### src/rtl/ipi_mbox_pkg.sv
package ipi_mbox_pkg;
  localparam int WORD_W  = 32;
  localparam int ACK_BIT = 31;
  localparam int GEN_BIT = 30;
  localparam int TGT_LO  = 16;
  localparam int TGT_W   = 14;
  localparam int PAY_W   = 16;

  // Mailbox word: pending flag, sender number, payload.
  function automatic logic [WORD_W-1:0] make_mail(input logic [TGT_W-1:0] src,
                                                  input logic [PAY_W-1:0] pay);
    return {1'b0, 1'b1, src, pay};
  endfunction
endpackage

### src/rtl/ipi_addr_decode.sv
module ipi_addr_decode #(
  parameter int IDX_W     = 2,
  parameter int NUM_PROCS = 1
) (
  input  logic [IDX_W:0]   addr,
  output logic [IDX_W-1:0] idx,
  output logic             is_mail,
  output logic             in_range
);
  assign is_mail  = addr[0];
  assign idx      = addr[IDX_W:1];
  assign in_range = (int'(idx) < NUM_PROCS);
endmodule

### src/rtl/ipi_proc_slot.sv
module ipi_proc_slot
  import ipi_mbox_pkg::*;
#(
  parameter int IDX   = 0,
  parameter int IDX_W = 2
) (
  input  logic              clk,
  input  logic              rst_n,
  input  logic              cmd_wr,
  input  logic [IDX_W-1:0]  src_idx,
  input  logic [WORD_W-1:0] wdata,
  output logic [WORD_W-1:0] cmd_q,
  output logic [WORD_W-1:0] mail_q,
  output logic              irq_q
);
  logic [TGT_W-1:0]  src_ext;
  logic              own_wr, post_hit, clr_hit;
  logic [WORD_W-1:0] mail_d;

  assign src_ext  = TGT_W'(src_idx);
  assign own_wr   = cmd_wr && (src_idx == IDX_W'(IDX));
  assign post_hit = cmd_wr && wdata[GEN_BIT] &&
                    (wdata[TGT_LO +: TGT_W] == TGT_W'(IDX));
  assign clr_hit  = own_wr && wdata[ACK_BIT];

  // Post first, then clear.
  always_comb begin
    mail_d = mail_q;
    if (post_hit) mail_d = make_mail(src_ext, wdata[PAY_W-1:0]);
    if (clr_hit)  mail_d[GEN_BIT] = 1'b0;
  end

  always_ff @(posedge clk) begin
    if (!rst_n) begin
      cmd_q  <= '0;
      mail_q <= '0;
      irq_q  <= 1'b0;
    end else begin
      if (own_wr) cmd_q <= wdata;
      mail_q <= mail_d;
      irq_q  <= mail_d[GEN_BIT];
    end
  end

  p_cmd_store_r2: assert property (@(posedge clk) disable iff (!rst_n)
    own_wr |=> cmd_q == $past(wdata));

  p_mail_hold_r3: assert property (@(posedge clk) disable iff (!rst_n)
    !cmd_wr |=> $stable(mail_q) && $stable(irq_q));

  p_post_fields_r4: assert property (@(posedge clk) disable iff (!rst_n)
    post_hit && !clr_hit |=> mail_q[GEN_BIT] && irq_q &&
      mail_q[PAY_W-1:0] == $past(wdata[PAY_W-1:0]) &&
      mail_q[TGT_LO +: TGT_W] == $past(src_ext));

  p_irq_level_r5: assert property (@(posedge clk) disable iff (!rst_n)
    irq_q == mail_q[GEN_BIT]);

  p_clear_wins_r7: assert property (@(posedge clk) disable iff (!rst_n)
    clr_hit |=> !mail_q[GEN_BIT] && !irq_q);

  p_clear_keeps_r6: assert property (@(posedge clk) disable iff (!rst_n)
    clr_hit && !post_hit |=> mail_q[29:0] == $past(mail_q[29:0]));
endmodule

### src/rtl/ipi_mailbox.sv
module ipi_mailbox
  import ipi_mbox_pkg::*;
#(
  parameter int MAX_PROCS = 4,
  parameter int NUM_PROCS = 1,
  localparam int IDX_W = (MAX_PROCS > 1) ? $clog2(MAX_PROCS) : 1
) (
  input  logic                 clk,
  input  logic                 rst_n,
  input  logic                 bus_sel,
  input  logic                 bus_wr,
  input  logic [IDX_W:0]       bus_addr,
  input  logic [WORD_W-1:0]    bus_wdata,
  output logic [WORD_W-1:0]    bus_rdata,
  output logic [MAX_PROCS-1:0] irq
);
  logic [IDX_W-1:0]  idx;
  logic              is_mail, in_range, cmd_wr;
  logic [WORD_W-1:0] cmd_arr  [MAX_PROCS];
  logic [WORD_W-1:0] mail_arr [MAX_PROCS];

  ipi_addr_decode #(.IDX_W(IDX_W), .NUM_PROCS(NUM_PROCS)) u_dec (
    .addr(bus_addr), .idx(idx), .is_mail(is_mail), .in_range(in_range)
  );

  assign cmd_wr = bus_sel && bus_wr && !is_mail && in_range;

  for (genvar g = 0; g < MAX_PROCS; g++) begin : g_slot
    if (g < NUM_PROCS) begin : g_live
      ipi_proc_slot #(.IDX(g), .IDX_W(IDX_W)) u_slot (
        .clk(clk), .rst_n(rst_n), .cmd_wr(cmd_wr), .src_idx(idx),
        .wdata(bus_wdata), .cmd_q(cmd_arr[g]), .mail_q(mail_arr[g]),
        .irq_q(irq[g])
      );
    end else begin : g_dead
      assign cmd_arr[g]  = '0;
      assign mail_arr[g] = '0;
      assign irq[g]      = 1'b0;
    end
  end

  always_comb begin
    bus_rdata = '0;
    if (bus_sel && !bus_wr && in_range)
      bus_rdata = is_mail ? mail_arr[idx] : cmd_arr[idx];
  end

  p_dead_window_r9: assert property (@(posedge clk) disable iff (!rst_n)
    bus_sel && !in_range |-> bus_rdata == '0);

  p_dead_irq_r9: assert property (@(posedge clk) disable iff (!rst_n)
    (irq >> NUM_PROCS) == '0);
endmodule

### config.mk
export PLATFORM = sky130hd
export DESIGN_NAME = ipi_mailbox
export DESIGN_NICKNAME = d
export VERILOG_FILES = /design/src/rtl/ipi_mbox_pkg.sv /design/src/rtl/ipi_addr_decode.sv /design/src/rtl/ipi_proc_slot.sv /design/src/rtl/ipi_mailbox.sv
export SDC_FILE = /design/constraint.sdc
export NUM_CORES = 1
export LEC_CHECK = 0
export ABC_AREA = 1
export CAP_MARGIN = 25
export CORE_MARGIN = 2
export CORE_UTILIZATION = 46
export CTS_CLUSTER_DIAMETER = 200
export DETAILED_ROUTE_END_ITERATION = 12
export PLACE_DENSITY = 0.79
export SLEW_MARGIN = 40
export SYNTH_ARGS = -nofsm -noshare
export SYNTH_HDL_FRONTEND = slang
export SYNTH_SLANG_ARGS = --single-unit
### constraint.sdc
create_clock -name clk -period 2.1 [get_ports clk]
set_input_delay 0.63 -clock clk [delete_from_list [all_inputs] [get_ports clk]]
set_output_delay 0.63 -clock clk [all_outputs]
set_load 0.05 [all_outputs]
==> flow_summary_export.csv, run 1 <==
group,metric,value,unit
global_routing,grt_overflow_total,0,
setup_path,crit_path_start_kind,"input pin",
placed_design,dp_cells,493,
cells_and_area,final_cells,506,
synth,syn_avg_cell_area,6.730,um^2
global_routing,track_usage,24.75,%
power,clkPwrFrac,31.3,%
clocking,hold_buffers,0,
clocking,clock_sinks,51,
setup_path,critical-path-top-delay-family,"buffers and inverters",
power,seqPwrFrac,54.6,%
floorplanning,die_w,75.97,um
power,switching_power,0.4700,mW
cells_and_area,final_layout_size_suffix_gt1_share,27.06,%
synth,synth_edf_count,0,
cells_and_area,fillers,299,
power,peakVddDrop,0.4257,mV
floorplanning,fp.dieH,75.97,um
placed_design,portBuffers,71,
synth,yosysUniqueCellTypes,21,
route,met2RoutedLength,3.760,mm
global_routing,antenna_found_initial,0,
clocking,clk_pin_slew,100,ps
synth,yosysMostFrequentCell,"nor2_1",
global_routing,grt_pass1_vias,2514,
cells_and_area,fin_nets,474,
power,intPower,1.335,mW
power,p_comb_share,14.1,%
sta,setup_viol,32,
synth,synth_common_cells,"nor2_1 (85), nand2_1 (77), dfxtp_1 (51)",
clocking,clock_latency,300,ps
clocking,cts_buffer_depth,2,
route,vias,2547,
sta,fin_crit,2238,ps
sta,slew_violations,0,
floorplanning,initial_core_util,47.25,%
setup_path,critical_path_required,1470,ps
setup_path,cp_slowest_stage_delay,180,ps
floorplanning,placementRows,26,
sta,rsz0062_at_grt,"yes",
floorplanning,core-area,5042,um^2
placed_design,gp_congestion,0.8112,
sta,hold_violations,0,
floorplanning,die_area,5771,um^2
synth,yosys_warnings,0,
sta,fin_ws,-138.2,ps
cells_and_area,syn_to_final_growth,72.58,%
synth,ys_seq_area_share,42.86,%
route,top_layer_used,"met4",
global_routing,grt_pass1_wl,11.61,mm
worst_hold_path,hold_path.class,"flip-flop to flip-flop",
synth,syn_area,2382,um^2
route,remaining_drc_errors,0,
route,wl_met1,2.838,mm
clocking,cts_root_buf,"clkbuf_8",
setup_path,critPathBufInv,4,
route,wl_met3,304,um
synth,synth_area_leaders,"dfxtp_1 (43%), nor2_1 (13%), nand2_1 (12%), a21oi_1 (7.8%), o21ai_0 (6.3%)",
route,wl_per_cell,13.97,um
run_status,status,"finished with violations",
setup_path,arrival,1610,ps
setup_path,slowest_stage,"buf_6",
setup_path,cp_common_cell,"buf_6",
setup_path,cp-end-kind,"output pin",
setup_path,critical_path.max_fanout,7,
sta,fmax,446.8,MHz
flow_run,maxCapViolations,0,
power,switching_share,26.04,%
synth,yosysTopAreaCellShare,42.86,%
run_status,failed_checks,"setup timing",
floorplanning,io_pins,75,
route,drt_wl_total,7.068,mm
power,power.density,439.0,nW/um^2
clocking,cts_tree,"yes",
sta,fin_crit_sh,106.6,%
setup_path,critical_path_class,"input pin to output pin",
synth,synth_top_area_cell,"dfxtp_1",
route,initialDrtViolationCount,173,
route,drtAntennaViolNets,0,
clocking,cts_buffers,5,
sta,fin_skew,0,ps
global_routing,grt_max_degree,49,
synth,async_reset_ff_share,0,%
synth,ys_dominant_reg_cell,"dfxtp_1",
synth,synth_seq_cells,51,
synth,syn_inst,354,
cells_and_area,antenna_cells,0,
placed_design,hpwl,4.968,mm
clocking,htreeDepth,2,
setup_path,cp_cell_sequence,"buf_6 -> nor2_4 -> nand3b_1 -> buf_6 -> buf_8 -> a21oi_4 -> buf_12",
power,power.leakage,1.531,nW
route,viasPerCell,5.034,
power,total_power,1.805,mW
route,first_pass_iters,4,
## stage by stage
| step | cell area, um^2 | setup WS, ps | setup TNS, ps | util (%) | hold slack (ps) |
|---|---|---|---|---|---|
| after floorplan | 2718 | -236.8 | -1550 | - | 417.2 |
| after global placement | 3887 | -516.4 | -16000 | 77.10 | 426.9 |
| after detailed placement | 3887 | -561.0 | -18120 | 77.10 | 444.5 |
| after CTS | 4105 | -69.06 | -1016 | 81.41 | 459.5 |
| after global routing | 4111 | -156.4 | -3845 | 81.54 | 499.4 |
| final | 4111 | -138.2 | -3006 | 81.54 | 464.3 |
## layout make-up
class	count	area, um^2	area share (%)
clock buffer	5	68.82	1.674
clock inverter	3	20.02	0.4869
inverter	21	81.33	1.978
multi-input combinational	257	1456	35.42
sequential	51	1021	24.83
tap	70	87.58	2.130
timing repair buffer	99	1376	33.48
## cells in the final DEF, fill, tap and decap left out, drive strengths merged
cell type	synthesis	routed
inv	21	21
clkinv	0	1
nor2	89	89
dfxtp	51	51
clkinvlp	0	2
or2	1	1
nand3b	1	1
a21oi	37	37
nand4	16	16
clkdlybuf4s50	0	33
nand2	80	80
o21ai	30	30
conb	1	3
buf	14	65
clkbuf	13	6
## logic make-up (layout without fill, tap and decap cells)
family | after synthesis | in the layout | synth area share (%)
flops | 51 | 51 | 42.86
buf+inv | 48 | 128 | 9.086
other cells | 1 | 3 | 0.1574
compound gates | 67 | 67 | 14.08
simple gates | 187 | 187 | 33.82
## registers in the layout, summed over array words and instances (netlist names)
| signal | cells |
|---|---|
| g_slot.g_live.u_slot.cmd_q | 32 |
| g_slot.g_live.u_slot.mail_q | 19 |
## tightest hold or removal path, delay by kind of cell (launching register included)
| family | cells | cell delay (ps) |
|---|---|---|
| DFF | 1 | 330 |
| and+or+nand+nor | 2 | 100 |
## repair_timing
action,4_1_cts,5_1_grt
setup buffers,3,0
pin swaps,5,4
resized for setup,39,3
gates cloned,2,0
setup endpoints to repair,32,32
hold endpoints to repair,0,0
## final timing paths
| path | startpoint | endpoint | slack [ps] | depth (start not counted) |
|---|---|---|---|---|
| setup / recovery | bus_addr[2] | bus_rdata[16] | -140 | 7 |
| hold reg to reg | g_slot[0].g_live.u_slot.mail_q[17] | g_slot[0].g_live.u_slot.mail_q[17] | 460 | 2 |
| hold / removal | g_slot[0].g_live.u_slot.mail_q[17] | g_slot[0].g_live.u_slot.mail_q[17] | 460 | 2 |
| setup reg to reg | g_slot[0].g_live.u_slot.cmd_q[15] | g_slot[0].g_live.u_slot.cmd_q[15] | 1450 | 2 |
## power groups by stage
| stage | Sequential [mW] | Clock, mW | Combinational, mW |
|---|---|---|---|
| 2_1_floorplan | 1.01 | 0 | 0.117 |
| 3_3_place_gp | 1.01 | 0 | 0.224 |
| 3_5_place_dp | 1.01 | 0 | 0.228 |
| 4_1_cts | 0.986 | 0.569 | 0.250 |
| 5_1_grt | 0.988 | 0.615 | 0.271 |
| 6_report | 0.986 | 0.565 | 0.254 |
## per-layer routing
layer,global-route usage [%],vias to the layer above
li1,-,1281
met1,28.63,1176
met2,45.27,72
met3,3.810,18
met4,10.55,0
met5,0,-
Note: power is estimated with default switching activity, not from simulation.
==> run 2, diff against run 1 <==
--- a/config.mk
+++ b/config.mk
@@ -5,13 +5,13 @@
 export SDC_FILE = /design/constraint.sdc
 export NUM_CORES = 1
 export LEC_CHECK = 0
-export ABC_AREA = 1
+export ABC_AREA = 0
 export CAP_MARGIN = 25
 export CORE_MARGIN = 2
 export CORE_UTILIZATION = 46
 export CTS_CLUSTER_DIAMETER = 200
 export DETAILED_ROUTE_END_ITERATION = 12
-export PLACE_DENSITY = 0.79
+export PLACE_DENSITY = 0.8
 export SLEW_MARGIN = 40
 export SYNTH_ARGS = -nofsm -noshare
 export SYNTH_HDL_FRONTEND = slang
==> run 2 against run 1 <==
The run still ends with setup timing left. Total power shrank 3.2%. Setup slack lost 36 ps. Core utilization shrank 1.8 points. Global-route usage grew 0.72 points. Clock skew is the same. Largest cell class unchanged. Sequential power shrank 0.8%.
==> flow_summary_export.csv, run 2 <==
group,metric,value,unit
cells_and_area,mostFrequentLayoutCell,"nand2_1",
cells_and_area,largest_reg_flops,32,
sta,hold_violations,0,
route,initialDrtViolationCount,171,
global_routing,grt_pass1_wl,10.77,mm
clocking,cts_buffer_depth,2,
placed_design,dpl-instance-area,3616,um^2
synth,yosys_warnings,0,
synth,synth_area_leaders,"dfxtp_1 (44%), a21oi_1 (11%), nand2_1 (11%), mux2i_1 (8.3%), and2_1 (3.5%)",
clocking,cts_buffers,5,
synth,synth_edf_count,0,
global_routing,grt_pass1_vias,2354,
sta,setup_viol,32,
sta,hold-worst-slack,459.6,ps
sta,fin_crit,2275,ps
global_routing,antenna_found_initial,0,
synth,yosysUniqueCellTypes,25,
floorplanning,fp.dieH,74.75,um
clocking,cts_tree,"yes",
clocking,hold_buffers,0,
synth,ys_seq_area_share,44.35,%
clocking,clock_sinks,51,
sta,tns,-4222,ps
clocking,htreeDepth,2,
setup_path,critical_path.max_fanout,8,
sta,rsz0062_at_grt,"yes",
global_routing,grt_overflow_total,0,
setup_path,crit_path_start_kind,"input pin",
power,total_power,1.747,mW
sta,fmax,439.7,MHz
cells_and_area,antenna_cells,0,
synth,async_reset_ff_share,0,%
setup_path,r2r-start,"g_slot[0].g_live.u_slot.mail_q[30]",
route,remaining_drc_errors,0,
flow_run,maxCapViolations,0,
synth,yosysTopAreaCellShare,44.35,%
floorplanning,placementRows,25,
cells_and_area,final_layout_size_suffix_gt1_share,30.46,%
setup_path,critical_path_required,1470,ps
setup_path,r2r_end,"g_slot[0].g_live.u_slot.mail_q[30]",
synth,syn_avg_cell_area,7.884,um^2
cells_and_area,syn_to_final_growth,65.82,%
cells_and_area,fin_nets,409,
setup_path,worstRegToRegCells,2,
route,wl_per_cell,15.13,um
synth,syn_inst,292,
floorplanning,die_w,74.75,um
floorplanning,io_pins,75,
route,drt_wl_total,6.629,mm
worst_hold_path,min_to,"g_slot[0].g_live.u_slot.cmd_q[4]",
power,power.density,457.5,nW/um^2
setup_path,r2r_slack,1350,ps
route,drtAntennaViolNets,0,
setup_path,critical-path-top-delay-family,"buffers and inverters",
clocking,clk_pin_slew,90,ps
power,peakVddDrop,0.3567,mV
run_status,failed_checks,"setup timing",
clocking,clock_latency,300,ps
setup_path,cp_cell_sequence,"clkdlybuf4s15_1 -> nand3b_1 -> buf_4 -> nor2_2 -> buf_12",
floorplanning,die_area,5587,um^2
run_status,status,"finished with violations",
cells_and_area,reg.largest.list,"g_slot.g_live.u_slot.cmd_q: 32 flops, g_slot.g_live.u_slot.mail_q: 19 flops",
floorplanning,core-area,4786,um^2
setup_path,critical_path_class,"input pin to output pin",
placed_design,hpwl,4.444,mm
synth,syn_area,2302,um^2
clocking,cts_setup_buffers,0,
setup_path,cp-end-kind,"output pin",
global_routing,grt_max_degree,38,
synth,yosysMostFrequentCell,"nand2_1",
setup_path,slowest_stage,"buf_4",
cells_and_area,regMostFlops,"g_slot.g_live.u_slot.cmd_q",
cells_and_area,fillers,319,
setup_path,critPathBufInv,3,
sta,slew_violations,0,
sta,fin_crit_sh,108.3,%
sta,fin_skew,0,ps
sta,fin_ws,-174.5,ps
synth,synth_seq_cells,51,
power,power.leakage,1.336,nW
cells_and_area,layout_common_cells,"nand2_1 (65), dfxtp_1 (51), a21oi_1 (49)",
clocking,cts_root_buf,"clkbuf_8",
synth,ys_dominant_reg_cell,"dfxtp_1",
placed_design,gp_congestion,0.7610,
global_routing,track_usage,25.47,%
route,first_pass_iters,4,
route,viasPerCell,5.290,
route,vias,2317,
worst_hold_path,hold_path.class,"flip-flop to flip-flop",
cells_and_area,stdcell_area,3817,um^2
synth,synth_common_cells,"nand2_1 (65), dfxtp_1 (51), a21oi_1 (49)",
setup_path,arrival,1640,ps
synth,synth_top_area_cell,"dfxtp_1",
placed_design,portBuffers,71,
setup_path,cp_slowest_stage_delay,270,ps
worst_hold_path,hold_depth,2,
worst_hold_path,min_from,"g_slot[0].g_live.u_slot.cmd_q[4]",
floorplanning,initial_core_util,48.10,%
-- run 2: cell families (layout without fill, tap and decap cells) --
kind of cell	after synthesis	in the layout	synth area share [%]
AO/OA/AOI/OAI	65	65	14.13
buffers and inverters	29	106	7.228
flip-flops	51	51	44.35
multiplexers	19	19	8.261
other	1	3	0.1629
AND/OR/NAND/NOR	127	127	25.87
-- run 2: report_power, final --
group | switching [mW] | leakage, nW | internal [mW]
combinational | 0.0982 | 0.884 | 0.116
clock | 0.320 | 0.0412 | 0.233
sequential | 0.00444 | 0.411 | 0.974
total | 0.423 | 1.34 | 1.32
-- run 2: final cells by class --
| cell class | count | area, um^2 | area share (%) |
|---|---|---|---|
| Multi-Input combinational cell | 214 | 1319 | 34.55 |
| Timing Repair Buffer | 97 | 1305 | 34.19 |
| Sequential cell | 51 | 1021 | 26.75 |
| Tap cell | 67 | 83.83 | 2.196 |
| Clock buffer | 6 | 72.57 | 1.901 |
| Clock inverter | 2 | 12.51 | 0.3278 |
| Inverter | 1 | 3.754 | 0.09833 |
-- run 2: how the worst max path moves through the flow --
stage                start  cells past startpoint  slack (ps)             to
3_3_place_gp   bus_addr[2]                      7        -450  bus_rdata[20]
6_report           bus_sel                      5        -170   bus_rdata[0]
2_1_floorplan  bus_addr[2]                      4          -5   bus_rdata[0]
5_1_grt        bus_addr[2]                      7        -210  bus_rdata[23]
4_1_cts        bus_addr[1]                      7        -190  bus_rdata[29]
3_5_place_dp   bus_addr[2]                      7        -520  bus_rdata[18]
-- run 2: routing by layer --
metal  vias to the layer above  GRT usage [%]  wire [um]
li1                       1125              -          -
met1                      1081          30.16       2579
met5                         -              0          0
met3                        19          6.961        445
met2                        92          44.54       3460
met4                         0          8.730        144
-- run 2: worst register-to-register path, delay by kind of cell (launching register included) --
family	cells	cell delay [ps]
compound gates	1	60
flops	1	450
simple gates	1	170
-- run 2: timing repair --
action	4_1_cts	5_1_grt
pin swaps	16	3
gates cloned	2	0
setup endpoints to repair	32	32
resized for setup	39	0
endpoints found under the hold margin	0	0
-- run 2: stage by stage --
step / setup slack [ps] / utilization, % / instances
floorplan: -4.716 / - / 294
global placement: -446.2 / 75.56 / 428
detailed placement: -523.5 / 75.56 / 428
CTS: -188.8 / 79.76 / 438
global route: -206.2 / 79.76 / 438
finish: -174.5 / 79.76 / 438
